## config.mk

```make
export PLATFORM = sky130hd
export DESIGN_NAME = cache_guard_ctrl
export DESIGN_NICKNAME = d
export VERILOG_FILES = /design/src/rtl/cg_pkg.sv /design/src/rtl/cg_word_index.sv /design/src/rtl/cg_nibble_shifter.sv /design/src/rtl/cg_seq_fsm.sv /design/src/rtl/cache_guard_ctrl.sv
export SDC_FILE = /design/constraint.sdc
export NUM_CORES = 1
export LEC_CHECK = 0
export BUFFER_PORTS_ARGS = -buffer_cell sky130_fd_sc_hd__buf_2
export CAP_MARGIN = 30
export CORE_ASPECT_RATIO = 1.4
export CORE_MARGIN = 2
export CORE_UTILIZATION = 35
export CTS_CLUSTER_DIAMETER = 200
export DETAILED_ROUTE_END_ITERATION = 6
export SLEW_MARGIN = 20
export SYNTH_ARGS = -nofsm -noshare
export SYNTH_HDL_FRONTEND = slang
export SYNTH_SLANG_ARGS = --single-unit
```

## constraint.sdc

```tcl
create_clock -name clk -period 2.35 [get_ports clk]
set_clock_uncertainty 0.15 [all_clocks]
set_input_delay 0.235 -clock clk [delete_from_list [all_inputs] [get_ports clk]]
set_output_delay 0.235 -clock clk [all_outputs]
set_load 0.005 [all_outputs]
```

## src/rtl/cg_pkg.sv

```systemverilog
// Shared types for the cache backup controller.
// Assumes: one state encoding shared by the sequencer and the top-level decode.
package cg_pkg;
    typedef enum logic [2:0] {
        ST_IDLE,
        ST_WAIT_BUS,
        ST_BK_FETCH,
        ST_BK_SEND,
        ST_RS_GATHER,
        ST_RS_STORE,
        ST_FINISH
    } cg_state_t;
endpackage

```

## src/rtl/cg_word_index.sv

```systemverilog
// Word index over the protected cache window.
// Produces the absolute address BASE+index and flags the last word.
// Assumes: WORDS >= 1 and BASE+WORDS fits in ADDR_W bits.
module cg_word_index #(
    parameter int ADDR_W = 4,
    parameter int BASE   = 3,
    parameter int WORDS  = 5
) (
    input  logic              clk,
    input  logic              rst_n,
    input  logic              clear,
    input  logic              advance,
    output logic [ADDR_W-1:0] addr,
    output logic              last
);
    localparam int IDX_W = (WORDS > 1) ? $clog2(WORDS) : 1;

    logic [IDX_W-1:0] idx_q;

    // Count words; restart at zero for every transfer.
    always_ff @(posedge clk) begin
        if (!rst_n || clear) begin
            idx_q <= '0;
        end else if (advance) begin
            idx_q <= idx_q + 1'b1;
        end
    end

    // Decode the final word of the window.
    assign last = (idx_q == IDX_W'(WORDS - 1));
    // Map the index onto the absolute cache address.
    assign addr = ADDR_W'(BASE) + ADDR_W'(idx_q);
endmodule

```

## src/rtl/cg_nibble_shifter.sv

```systemverilog
// Word-to-nibble serialiser and nibble-to-word deserialiser sharing one register.
// Shifting out presents bits [NIB_W-1:0] first. Shifting in enters at the top, so
// the first nibble received ends in bits [NIB_W-1:0].
// Assumes: WORD_W is a multiple of NIB_W; load also restarts the nibble count.
module cg_nibble_shifter #(
    parameter int WORD_W = 72,
    parameter int NIB_W  = 4
) (
    input  logic              clk,
    input  logic              rst_n,
    input  logic              load,
    input  logic [WORD_W-1:0] load_word,
    input  logic              shift_out,
    input  logic              shift_in,
    input  logic [NIB_W-1:0]  nib_in,
    output logic [WORD_W-1:0] word,
    output logic [NIB_W-1:0]  nib_out,
    output logic              last_nib
);
    localparam int NIBS  = WORD_W / NIB_W;
    localparam int CNT_W = (NIBS > 1) ? $clog2(NIBS) : 1;

    logic [WORD_W-1:0] sreg_q;
    logic [CNT_W-1:0]  cnt_q;

    // Hold, load or shift the word register.
    always_ff @(posedge clk) begin
        if (!rst_n) begin
            sreg_q <= '0;
        end else if (load) begin
            sreg_q <= load_word;
        end else if (shift_out) begin
            sreg_q <= sreg_q >> NIB_W;
        end else if (shift_in) begin
            sreg_q <= {nib_in, sreg_q[WORD_W-1:NIB_W]};
        end
    end

    // Count nibbles in the current word and wrap after the last one.
    always_ff @(posedge clk) begin
        if (!rst_n || load) begin
            cnt_q <= '0;
        end else if (shift_out || shift_in) begin
            cnt_q <= last_nib ? '0 : cnt_q + 1'b1;
        end
    end

    assign last_nib = (cnt_q == CNT_W'(NIBS - 1));
    assign nib_out  = sreg_q[NIB_W-1:0];
    assign word     = sreg_q;
endmodule

```

## src/rtl/cg_seq_fsm.sv

```systemverilog
// Transfer sequencer: decides between backup and restore and waits for the host
// to release the bus. It then steps through words and nibbles and keeps the
// dirty flag.
// Assumes: the host keeps clock-enable low for as long as the controller owns the bus.
module cg_seq_fsm (
    input  logic              clk,
    input  logic              rst_n,
    input  logic              pwr_good,
    input  logic              host_cke,
    input  logic              word_last,
    input  logic              nib_last,
    output cg_pkg::cg_state_t state,
    output logic              sh_load,
    output logic              sh_out,
    output logic              sh_in,
    output logic              idx_clear,
    output logic              idx_adv,
    output logic              dirty
);
    import cg_pkg::*;

    cg_state_t state_q, state_d;
    logic      restore_q;
    logic      dirty_q;

    // State register.
    always_ff @(posedge clk) begin
        if (!rst_n) begin
            state_q <= ST_IDLE;
        end else begin
            state_q <= state_d;
        end
    end

    // Latch the kind of transfer while idle; it is frozen once a transfer starts.
    always_ff @(posedge clk) begin
        if (!rst_n) begin
            restore_q <= 1'b0;
        end else if (state_q == ST_IDLE) begin
            restore_q <= pwr_good && dirty_q;
        end
    end

    // Set the dirty flag on entering the final state of a backup; clear it for a restore.
    always_ff @(posedge clk) begin
        if (!rst_n) begin
            dirty_q <= 1'b0;
        end else if (state_d == ST_FINISH && state_q != ST_FINISH) begin
            dirty_q <= !restore_q;
        end
    end

    // Next-state and control decode.
    always_comb begin
        state_d   = state_q;
        sh_load   = 1'b0;
        sh_out    = 1'b0;
        sh_in     = 1'b0;
        idx_clear = 1'b0;
        idx_adv   = 1'b0;
        unique case (state_q)
            ST_IDLE: begin
                if ((!pwr_good && !dirty_q) || (pwr_good && dirty_q)) begin
                    state_d = ST_WAIT_BUS;
                end
            end
            ST_WAIT_BUS: begin
                idx_clear = 1'b1;
                sh_load   = 1'b1;
                if (!host_cke) begin
                    state_d = restore_q ? ST_RS_GATHER : ST_BK_FETCH;
                end
            end
            ST_BK_FETCH: begin
                sh_load = 1'b1;
                state_d = ST_BK_SEND;
            end
            ST_BK_SEND: begin
                sh_out = 1'b1;
                if (nib_last) begin
                    if (word_last) begin
                        state_d = ST_FINISH;
                    end else begin
                        idx_adv = 1'b1;
                        state_d = ST_BK_FETCH;
                    end
                end
            end
            ST_RS_GATHER: begin
                sh_in = 1'b1;
                if (nib_last) begin
                    state_d = ST_RS_STORE;
                end
            end
            ST_RS_STORE: begin
                if (word_last) begin
                    state_d = ST_FINISH;
                end else begin
                    idx_adv = 1'b1;
                    state_d = ST_RS_GATHER;
                end
            end
            ST_FINISH: state_d = ST_IDLE;
            default:   state_d = ST_IDLE;
        endcase
    end

    assign state = state_q;
    assign dirty = dirty_q;
endmodule

```

## src/rtl/cache_guard_ctrl.sv

```systemverilog
// Top of the power-loss cache backup controller. Joins the sequencer, the word
// index and the nibble shifter, and gates every bus output so it reads as
// released (zero, enable low) whenever the controller does not own the bus.
// Assumes: single clock domain; a combinational memory and flash read path, valid
// in the cycle of the read strobe.
module cache_guard_ctrl #(
    parameter int ADDR_W = 4,
    parameter int WORD_W = 72,
    parameter int NIB_W  = 4,
    parameter int BASE   = 3,
    parameter int WORDS  = 5
) (
    input  logic              clk,
    input  logic              rst_n,
    input  logic              pwr_good_i,
    input  logic              host_cke_i,
    output logic              mem_oe_o,
    output logic              mem_rd_o,
    output logic              mem_wr_o,
    output logic [ADDR_W-1:0] mem_addr_o,
    output logic [WORD_W-1:0] mem_wdata_o,
    input  logic [WORD_W-1:0] mem_rdata_i,
    output logic              fl_wr_o,
    output logic [NIB_W-1:0]  fl_dout_o,
    output logic              fl_rd_o,
    input  logic [NIB_W-1:0]  fl_din_i,
    output logic              dirty_o,
    output logic              busy_o,
    output logic              done_o
);
    import cg_pkg::*;

    cg_state_t         state;
    logic              sh_load, sh_out, sh_in, idx_clear, idx_adv;
    logic              word_last, nib_last;
    logic [ADDR_W-1:0] cur_addr;
    logic [WORD_W-1:0] cur_word;
    logic [NIB_W-1:0]  cur_nib;
    logic              own_bus;

    cg_seq_fsm u_fsm (
        .clk       (clk),
        .rst_n     (rst_n),
        .pwr_good  (pwr_good_i),
        .host_cke  (host_cke_i),
        .word_last (word_last),
        .nib_last  (nib_last),
        .state     (state),
        .sh_load   (sh_load),
        .sh_out    (sh_out),
        .sh_in     (sh_in),
        .idx_clear (idx_clear),
        .idx_adv   (idx_adv),
        .dirty     (dirty_o)
    );

    cg_word_index #(
        .ADDR_W (ADDR_W),
        .BASE   (BASE),
        .WORDS  (WORDS)
    ) u_index (
        .clk     (clk),
        .rst_n   (rst_n),
        .clear   (idx_clear),
        .advance (idx_adv),
        .addr    (cur_addr),
        .last    (word_last)
    );

    cg_nibble_shifter #(
        .WORD_W (WORD_W),
        .NIB_W  (NIB_W)
    ) u_shift (
        .clk       (clk),
        .rst_n     (rst_n),
        .load      (sh_load),
        .load_word (mem_rdata_i),
        .shift_out (sh_out),
        .shift_in  (sh_in),
        .nib_in    (fl_din_i),
        .word      (cur_word),
        .nib_out   (cur_nib),
        .last_nib  (nib_last)
    );

    // Bus ownership covers the working states only: never idle, waiting or finishing.
    assign own_bus = (state == ST_BK_FETCH) || (state == ST_BK_SEND) ||
                     (state == ST_RS_GATHER) || (state == ST_RS_STORE);

    // Memory port with every driven field zeroed while released.
    assign mem_oe_o    = own_bus;
    assign mem_rd_o    = (state == ST_BK_FETCH);
    assign mem_wr_o    = (state == ST_RS_STORE);
    assign mem_addr_o  = own_bus  ? cur_addr : '0;
    assign mem_wdata_o = mem_wr_o ? cur_word : '0;

    // Flash nibble port.
    assign fl_wr_o   = (state == ST_BK_SEND);
    assign fl_dout_o = fl_wr_o ? cur_nib : '0;
    assign fl_rd_o   = (state == ST_RS_GATHER);

    // Status.
    assign busy_o = (state != ST_IDLE);
    assign done_o = (state == ST_FINISH);
endmodule

```

==> reports/metrics.sh, run 1 <==
FIRST_ITER_VIOLATIONS=164
DP_HPWL_UM=9141
DIE_H_UM=138.3
DRC_ERRORS=0
CRITICAL_PATH.ENDPOINT_TYPE='output pin'
LAYOUT.NETS=769
POWER.LEAKAGE_nW=2.576
IO_BUFFER_COUNT=167
SYNTH_SEQ_CELLS=85
YS_SEQ_AREA_FRAC=0.3776
IR_WORST_VDD_V=0.0004202
NUM_ROWS=49
CLOCK-SINKS=85
FRACTION_OF_REGISTERS_WITH_ASYNC_SET_OR_RESET_AFTER_SYNTHESIS=0
POST-ROUTE-PERIOD-UTIL=0.9114
GLOBALPLACE.CONGESTION=0.7686
DRT_PASS1_ITERATIONS=4
CLK_PIN_SLEW_NS=0.06
CP.ARRIVAL_NS=1.76
STARTPOINT_TYPE='register'
DIE_W_UM=99.91
PLACEMENT.CELL_AREA_SQ_MM=0.005529
CTS-ROOT-BUF='clkbuf_16'
SETUP-VIOLATIONS-FINAL=0
LAYOUT_MIN_CYCLE_TIME_NS=2.142
NUM-FILL-CELLS=1290
SLEW_VIOL_FINAL=0
TOTAL_CLOCK_BUFFERS_CREATED_BY_CTS=9
SYNTH.AVG_CELL_AREA_SQ_UM=8.440
HOLD_CLASS='primary input to register'
REG2REG_DEPTH=5
POSTROUTEWIRELENGTH_UM=12640
LAYOUT_CELLS_SIZED_ABOVE_1=0.3009
HOLD_VIOL=0
MET3_LAYER_WIRE_LENGTH_IN_THE_ROUTED_DESIGN_UM=567
ANTENNA_FOUND_INITIAL=0
DETAILROUTE.VIA_COUNT=4279
GRT.TOTAL_USAGE=0.1804
FINALSETUPTNS_NS=0
MAX_CLOCK_FREQ_MHz=466.9
INSERTION_DELAY_NS=0.33
SYNTHDISTINCTLIBCELLS=43
ROUTEDLENGTHMET1_UM=5521
CRIT_PATH_MAX_FANOUT=49
YOSYS_MOST_USED_DFF='dfxtp_1'
CRITICAL_PATH.MAX_STAGE_DELAY_NS=0.49
GRT_PASS1_VIAS=4055
WIRE_PER_INST_UM=15.03
CRIT_START='u_fsm.state[0]$_SDFF_PN0_'
SYNTH.YOSYS.WARNINGS=0
SYNTHESIS.NETS=620
ROUTED_VIA_DENSITY=5.088
CTS_POST_SETUP_BUFFERS_INSERTED=0
WORST_PIN_SLEW_NS=0.5321
CTS_BUFFER_DEPTH=2
DRV_CAP=0
DR_WL_MET2_UM=6316
NETLIST_AREA_SQ_MM=0.004507
POWER_PER_CELL_AREA_mW_PER_MM2=660.0
SYN_INST=534
CRITICAL_PATH_CAPTURE_POINT='mem_wdata_o[63]'
LAYOUT.CELL_AREA.NON_FILLER_SQ_MM=0.005876
FP.DIEAREA_SQ_MM=0.01381
SYNTH_EDF_COUNT=0
GRT_FIRST_PASS_WIRELENGTH_UM=20290
FF2FF_SETUP_SLACK_NS=0.42
IOPINCOUNT=168
TIMING.SETUP.CRITICAL_PATH_CLASS='register to output pin'
CTS_TREE='built'
H-TREE-DEPTH=3
TIMING.CRITICAL_PATH.REQUIRED_NS=1.97
CRITICAL_PATH.SLOWEST_CELL='dfxtp_2'
AREA_DELTA_SYNTH_FINAL_PCT=30.37
FLOORPLAN.INITIALDENSITY=0.3551
CORE_SQ_MM=0.01269
REG2REG_TO='u_shift.cnt_q[2]$_SDFFE_PP0P_'
CELLS_ALONG_THE_CRITICAL_PATH='and3b_2 -> buf_12 -> and2_1 -> buf_2'
REG2REG_FROM='u_shift.cnt_q[0]$_SDFFE_PP0P_'
ANTENNA_CELLS_INSERTED=0
MAXUSEDROUTINGLAYER='met4'
PIN_COUNT_OF_THE_BIGGEST_NET_ENTERING_GLOBAL_ROUTING=61
ROUTE.ANTENNA.REMAINING_NETS=0
RSZ0062_AT_GRT='no'
GLOBAL_ROUTE.OVERFLOW_TOTAL=0
SLEW-LIMIT-HEADROOM=0.6415
RUN_STATUS='completed'
==> state kept, by name (all words and copies together) (netlist names) <==
name and flops:
u_shift.word 72, u_shift.cnt_q 5, u_fsm.state 3, u_index.idx_q 3
u_fsm.dirty 1, u_fsm.restore_q 1
==> where the power goes <==
part           internal, W  switching (W)  leakage (nW)
clock network      0.00104       0.000547         0.172
registers          0.00159       0.000123         0.699
logic             0.000262       0.000310          1.71
==> metal layers <==
layer / global-route usage / vias up
met3: 0.02578 / 14
met5: 0 / -
met1: 0.2328 / 1978
li1: - / 2161
met2: 0.3001 / 126
met4: 0.07426 / 0
==> worst min path at each step <==
stage,from,to,depth (start not counted)
4_1_cts,mem_rdata_i[25],u_shift.word[25]$_SDFFE_PN0P_,3
5_1_grt,mem_rdata_i[46],u_shift.word[46]$_SDFFE_PN0P_,3
3_3_place_gp,u_shift.word[58]$_SDFFE_PN0P_,u_shift.word[58]$_SDFFE_PN0P_,2
6_report,mem_rdata_i[25],u_shift.word[25]$_SDFFE_PN0P_,3
3_5_place_dp,u_shift.word[20]$_SDFFE_PN0P_,u_shift.word[20]$_SDFFE_PN0P_,2
2_1_floorplan,rst_n,u_fsm.dirty$_SDFFE_PN0P_,2
==> cells in the mapped netlist, types with 7 or more instances <==
cell type / instances / area [sq um]
dfxtp_1: 85 / 1702
inv_1: 7 / 26.28
nand2_1: 39 / 146.4
nor2_1: 15 / 56.30
clkbuf_1: 30 / 112.6
o21ai_0: 42 / 210.2
mux2i_1: 38 / 380.4
a21oi_1: 50 / 250.2
a21boi_0: 21 / 157.7
a21boi_1: 14 / 105.1
a22oi_1: 34 / 255.2
buf_2: 11 / 55.05
and2_1: 76 / 475.5
nor2b_1: 11 / 68.82
==> final cells by class <==
class / instances / area [sq um] / area share
Multi-Input combinational cell: 395 / 2580 / 0.4391
Sequential cell: 85 / 1703 / 0.2898
Tap cell: 153 / 191.4 / 0.03258
Clock inverter: 3 / 65.06 / 0.01107
Inverter: 8 / 30.03 / 0.005111
Timing Repair Buffer: 184 / 1026 / 0.1746
Clock buffer: 13 / 280.3 / 0.04770
==> timing repair <==
| item | CTS | global route |
|---|---|---|
| resized for setup | 0 | 1 |
| endpoints found under the setup margin | 0 | 62 |
| hold buffers | 0 | 0 |
==> worst max-delay path, delay by kind of cell, from the launching register on <==
family,cells,cell delay (ns)
and+or+nand+nor,2,0.58
buffers and inverters,2,0.35
DFF,1,0.49
==> layout by cell type (no fill, tap or decap), drive strengths merged, types with 2 or more instances in the layout <==
cell type / netlist / layout
buf: 16 / 184
dfxtp: 85 / 85
and2: 77 / 77
a21oi: 50 / 50
o21ai: 42 / 42
nand2: 39 / 39
mux2i: 38 / 38
a21boi: 35 / 35
a22oi: 34 / 34
nor2: 15 / 15
clkbuf: 30 / 13
nor2b: 11 / 11
inv: 7 / 7
nand3: 6 / 6
ha: 6 / 6
nor3: 5 / 5
xor2: 5 / 5
nor3b: 4 / 4
nand2b: 3 / 3
o21a: 3 / 3
xnor2: 2 / 2
o2111ai: 2 / 2
a221oi: 2 / 2
o31a: 2 / 2
bufinv: 0 / 2
clkinv: 1 / 2
and3b: 2 / 2
==> kinds of logic after synthesis <==
family | count (synthesis) | synth area share
and+or+nand+nor | 166 | 0.2038
muxes | 38 | 0.08440
adders and majority gates | 6 | 0.01666
xor gates and xnor gates | 7 | 0.01360
DFF | 85 | 0.3776
AOI/OAI and AO/OA | 178 | 0.2485
buffers and inverters | 54 | 0.05552
==> stage by stage <==
step,utilization,total power [W],worst slack (ns),hold slack [ns],instances
floorplan,-,0.002077,0.5529,0.2399,534
global placement,0.4357,0.002306,0.4071,0.3042,825
detailed placement,0.4357,0.002319,0.3662,0.3119,825
CTS,0.4629,0.003924,0.01194,0.02517,841
global route,0.4630,0.004067,0.1029,0.04413,841
finish,0.4630,0.003878,0.2083,0.03502,841
No activity file was read; power rests on OpenSTA's default activity.
==> inputs of run 2 (changes only) <==
Settings changed: GPL_TIMING_DRIVEN from default to 0.
==> run 2 against run 1 <==
- critical path depth up 2
- global-route usage up 1.9 points
- register-to-register slack worse by 0.23 ns
- sequential cell count unchanged
- sequential share of layout area about the same
- critical path type unchanged
- critical endpoint is now mem_wdata_o[55]
==> reports/metrics.sh, run 2 (same netlist as run 1, synthesis figures left out) <==
HOLD_VIOL=0
RSZ0062_AT_GRT='yes'
MOSTFREQUENTLAYOUTCELL='buf_2'
GRT_PASS1_VIAS=4312
IOPINCOUNT=168
CELLS_ALONG_THE_CRITICAL_PATH='buf_4 -> and3b_1 -> clkbuf_8 -> buf_2 -> and2_1 -> buf_2'
DRV_CAP=0
ROUTED_VIA_DENSITY=5.125
DRT_PASS1_ITERATIONS=4
CRITICAL-PATH-TOP-DELAY-FAMILY='buffers and inverters'
GRT.TOTAL_USAGE=0.1997
CTS-ROOT-BUF='clkbuf_16'
AREA_DELTA_SYNTH_FINAL_PCT=30.15
NUM_ROWS=49
SLEW_VIOL_FINAL=0
TOTAL_CHIP_POWER_W=0.003707
HOLD_CLASS='primary input to register'
ANTENNA_FOUND_INITIAL=1
PLACED_CELLS_INCL_TAPS=854
REG2REG_TO='u_shift.word[32]$_SDFFE_PN0P_'
FINAL_CELLS=871
FINALSETUPTNS_NS=0
INSERTION_DELAY_NS=0.34
REG2REG_FROM='u_fsm.state[0]$_SDFF_PN0_'
LAYOUT.CELL_AREA.NON_FILLER_SQ_MM=0.005866
NUM-FILL-CELLS=1298
LAYOUT_COMMON_CELLS='buf_2 (178), dfxtp_1 (84), and2_1 (76)'
FLOORPLAN.INITIALDENSITY=0.3551
CTS_HOLD_REPAIR.BUFFERS=0
DIE_H_UM=138.3
PLACEMENT.CELL_AREA_SQ_MM=0.005534
CORE_SQ_MM=0.01269
WHS_ENDPOINT='u_shift.word[35]$_SDFFE_PN0P_'
POWER.LEAKAGE_nW=2.597
WIRE_PER_INST_UM=16.17
CTS_POST_SETUP_BUFFERS_INSERTED=0
IO_BUFFER_COUNT=167
POSTROUTEWIRELENGTH_UM=14090
RUN_STATUS='completed'
ROUTE.ANTENNA.REMAINING_NETS=0
SETUP-VIOLATIONS-FINAL=0
GLOBAL_ROUTE.OVERFLOW_TOTAL=0
GLOBALPLACE.CONGESTION=0.8310
REG2REG_DEPTH=6
CTS_BUFFER_DEPTH=2
TOTAL_CLOCK_BUFFERS_CREATED_BY_CTS=9
DIE_W_UM=99.91
POST-ROUTE-PERIOD-UTIL=0.9719
TIMING.CRITICAL_PATH.REQUIRED_NS=1.97
CP.ARRIVAL_NS=1.90
DETAILROUTE.VIA_COUNT=4464
FP.DIEAREA_SQ_MM=0.01381
GRT_FIRST_PASS_WIRELENGTH_UM=21900
LAYOUT.NETS=798
CP.BUFFERS_INVERTERS=4
H-TREE-DEPTH=3
CRIT_START='u_fsm.state[0]$_SDFF_PN0_'
MAX_CLOCK_FREQ_MHz=437.8
CRITICAL_PATH.SLOWEST_CELL='dfxtp_2'
CRIT_PATH_MAX_FANOUT=10
CRITICAL_PATH.MAX_STAGE_DELAY_NS=0.39
DP_HPWL_UM=10640
HOLDPATHSTAGES=3
MULTI_INPUT_COMB_AREA_SQ_MM=0.002565
LAYOUT_MIN_CYCLE_TIME_NS=2.284
CLOCK-SINKS=85
FIRST_ITER_VIOLATIONS=173
LARGEST_REGISTER_FF_COUNT=72
FF_LATCH_AREA_SQ_MM=0.001703
CLK_PIN_SLEW_NS=0.06
WORST_PIN_SLEW_NS=0.7114
STARTPOINT_TYPE='register'
HOLD_PATH.STARTPOINT='mem_rdata_i[35]'
PIN_COUNT_OF_THE_BIGGEST_NET_ENTERING_GLOBAL_ROUTING=14
FF2FF_SETUP_SLACK_NS=0.19
SLEW-LIMIT-HEADROOM=0.5257
POWER_PER_CELL_AREA_mW_PER_MM2=632.0
LAYOUT_CELLS_SIZED_ABOVE_1=0.2943
CRITICAL-PATH-TOP-CELL-BY-COUNT='buf_2'
DRC_ERRORS=0
IR_WORST_VDD_V=0.0003437
CTS_TREE='built'
CRITICAL_PATH.ENDPOINT_TYPE='output pin'
TIMING.SETUP.CRITICAL_PATH_CLASS='register to output pin'
==> run 2: worst max-delay path by stage <==
| stage | to | cells past startpoint |
|---|---|---|
| after global placement | mem_wdata_o[38] | 6 |
| after floorplan | mem_wdata_o[10] | 5 |
| final | mem_wdata_o[55] | 6 |
| after CTS | mem_wdata_o[59] | 6 |
| after detailed placement | mem_wdata_o[59] | 6 |
| after global routing | fl_dout_o[0] | 5 |
==> run 2: through the flow <==
stage	setup WS, ns	utilization	hold WS, ns
floorplan	0.5529	-	0.2399
CTS	0.07185	0.4610	0.01589
global route	-0.004820	0.4622	0.02882
finish	0.06605	0.4622	0.02664
global placement	-0.1606	0.4361	0.3022
detailed placement	-0.1718	0.4361	0.3070
==> run 2: cell type report <==
class / instances / share of cell area
repair buffers: 167 / 0.1425
diodes: 1 / 0.0004266
clock inverters: 4 / 0.008106
flip-flops and latches: 85 / 0.2903
well taps: 153 / 0.03264
inverters: 8 / 0.005119
multi-input cells: 395 / 0.4373
plain buffers: 46 / 0.04160
clock buffers: 12 / 0.04202
==> run 2: per-layer routing <==
metal,vias to the layer above,track usage,wire length [um]
li1,2222,-,-
met1,2075,0.2490,5985
met2,153,0.3450,7070
met3,14,0.03236,774
met4,0,0.07138,256
met5,-,0,0
==> run 2: timing repair <==
item,in CTS,in global routing
endpoints found under the setup margin,64,21
hold endpoints to repair,0,0
gates resized for setup,12,7
==> run 2: tightest hold or removal path, cell delays in order <==
cell and delay [ns]:
buf_2 0.07, o21ai_0 0.07, a21oi_1 0.10
==> run 2: report_power, final <==
group | leakage (nW) | internal, W | switching (W) | total [W]
combinational | 1.76 | 0.000250 | 0.000340 | 0.000590
sequential | 0.699 | 0.00159 | 0.000112 | 0.00170
clock | 0.143 | 0.000850 | 0.000566 | 0.00142
total | 2.60 | 0.00269 | 0.00102 | 0.00371
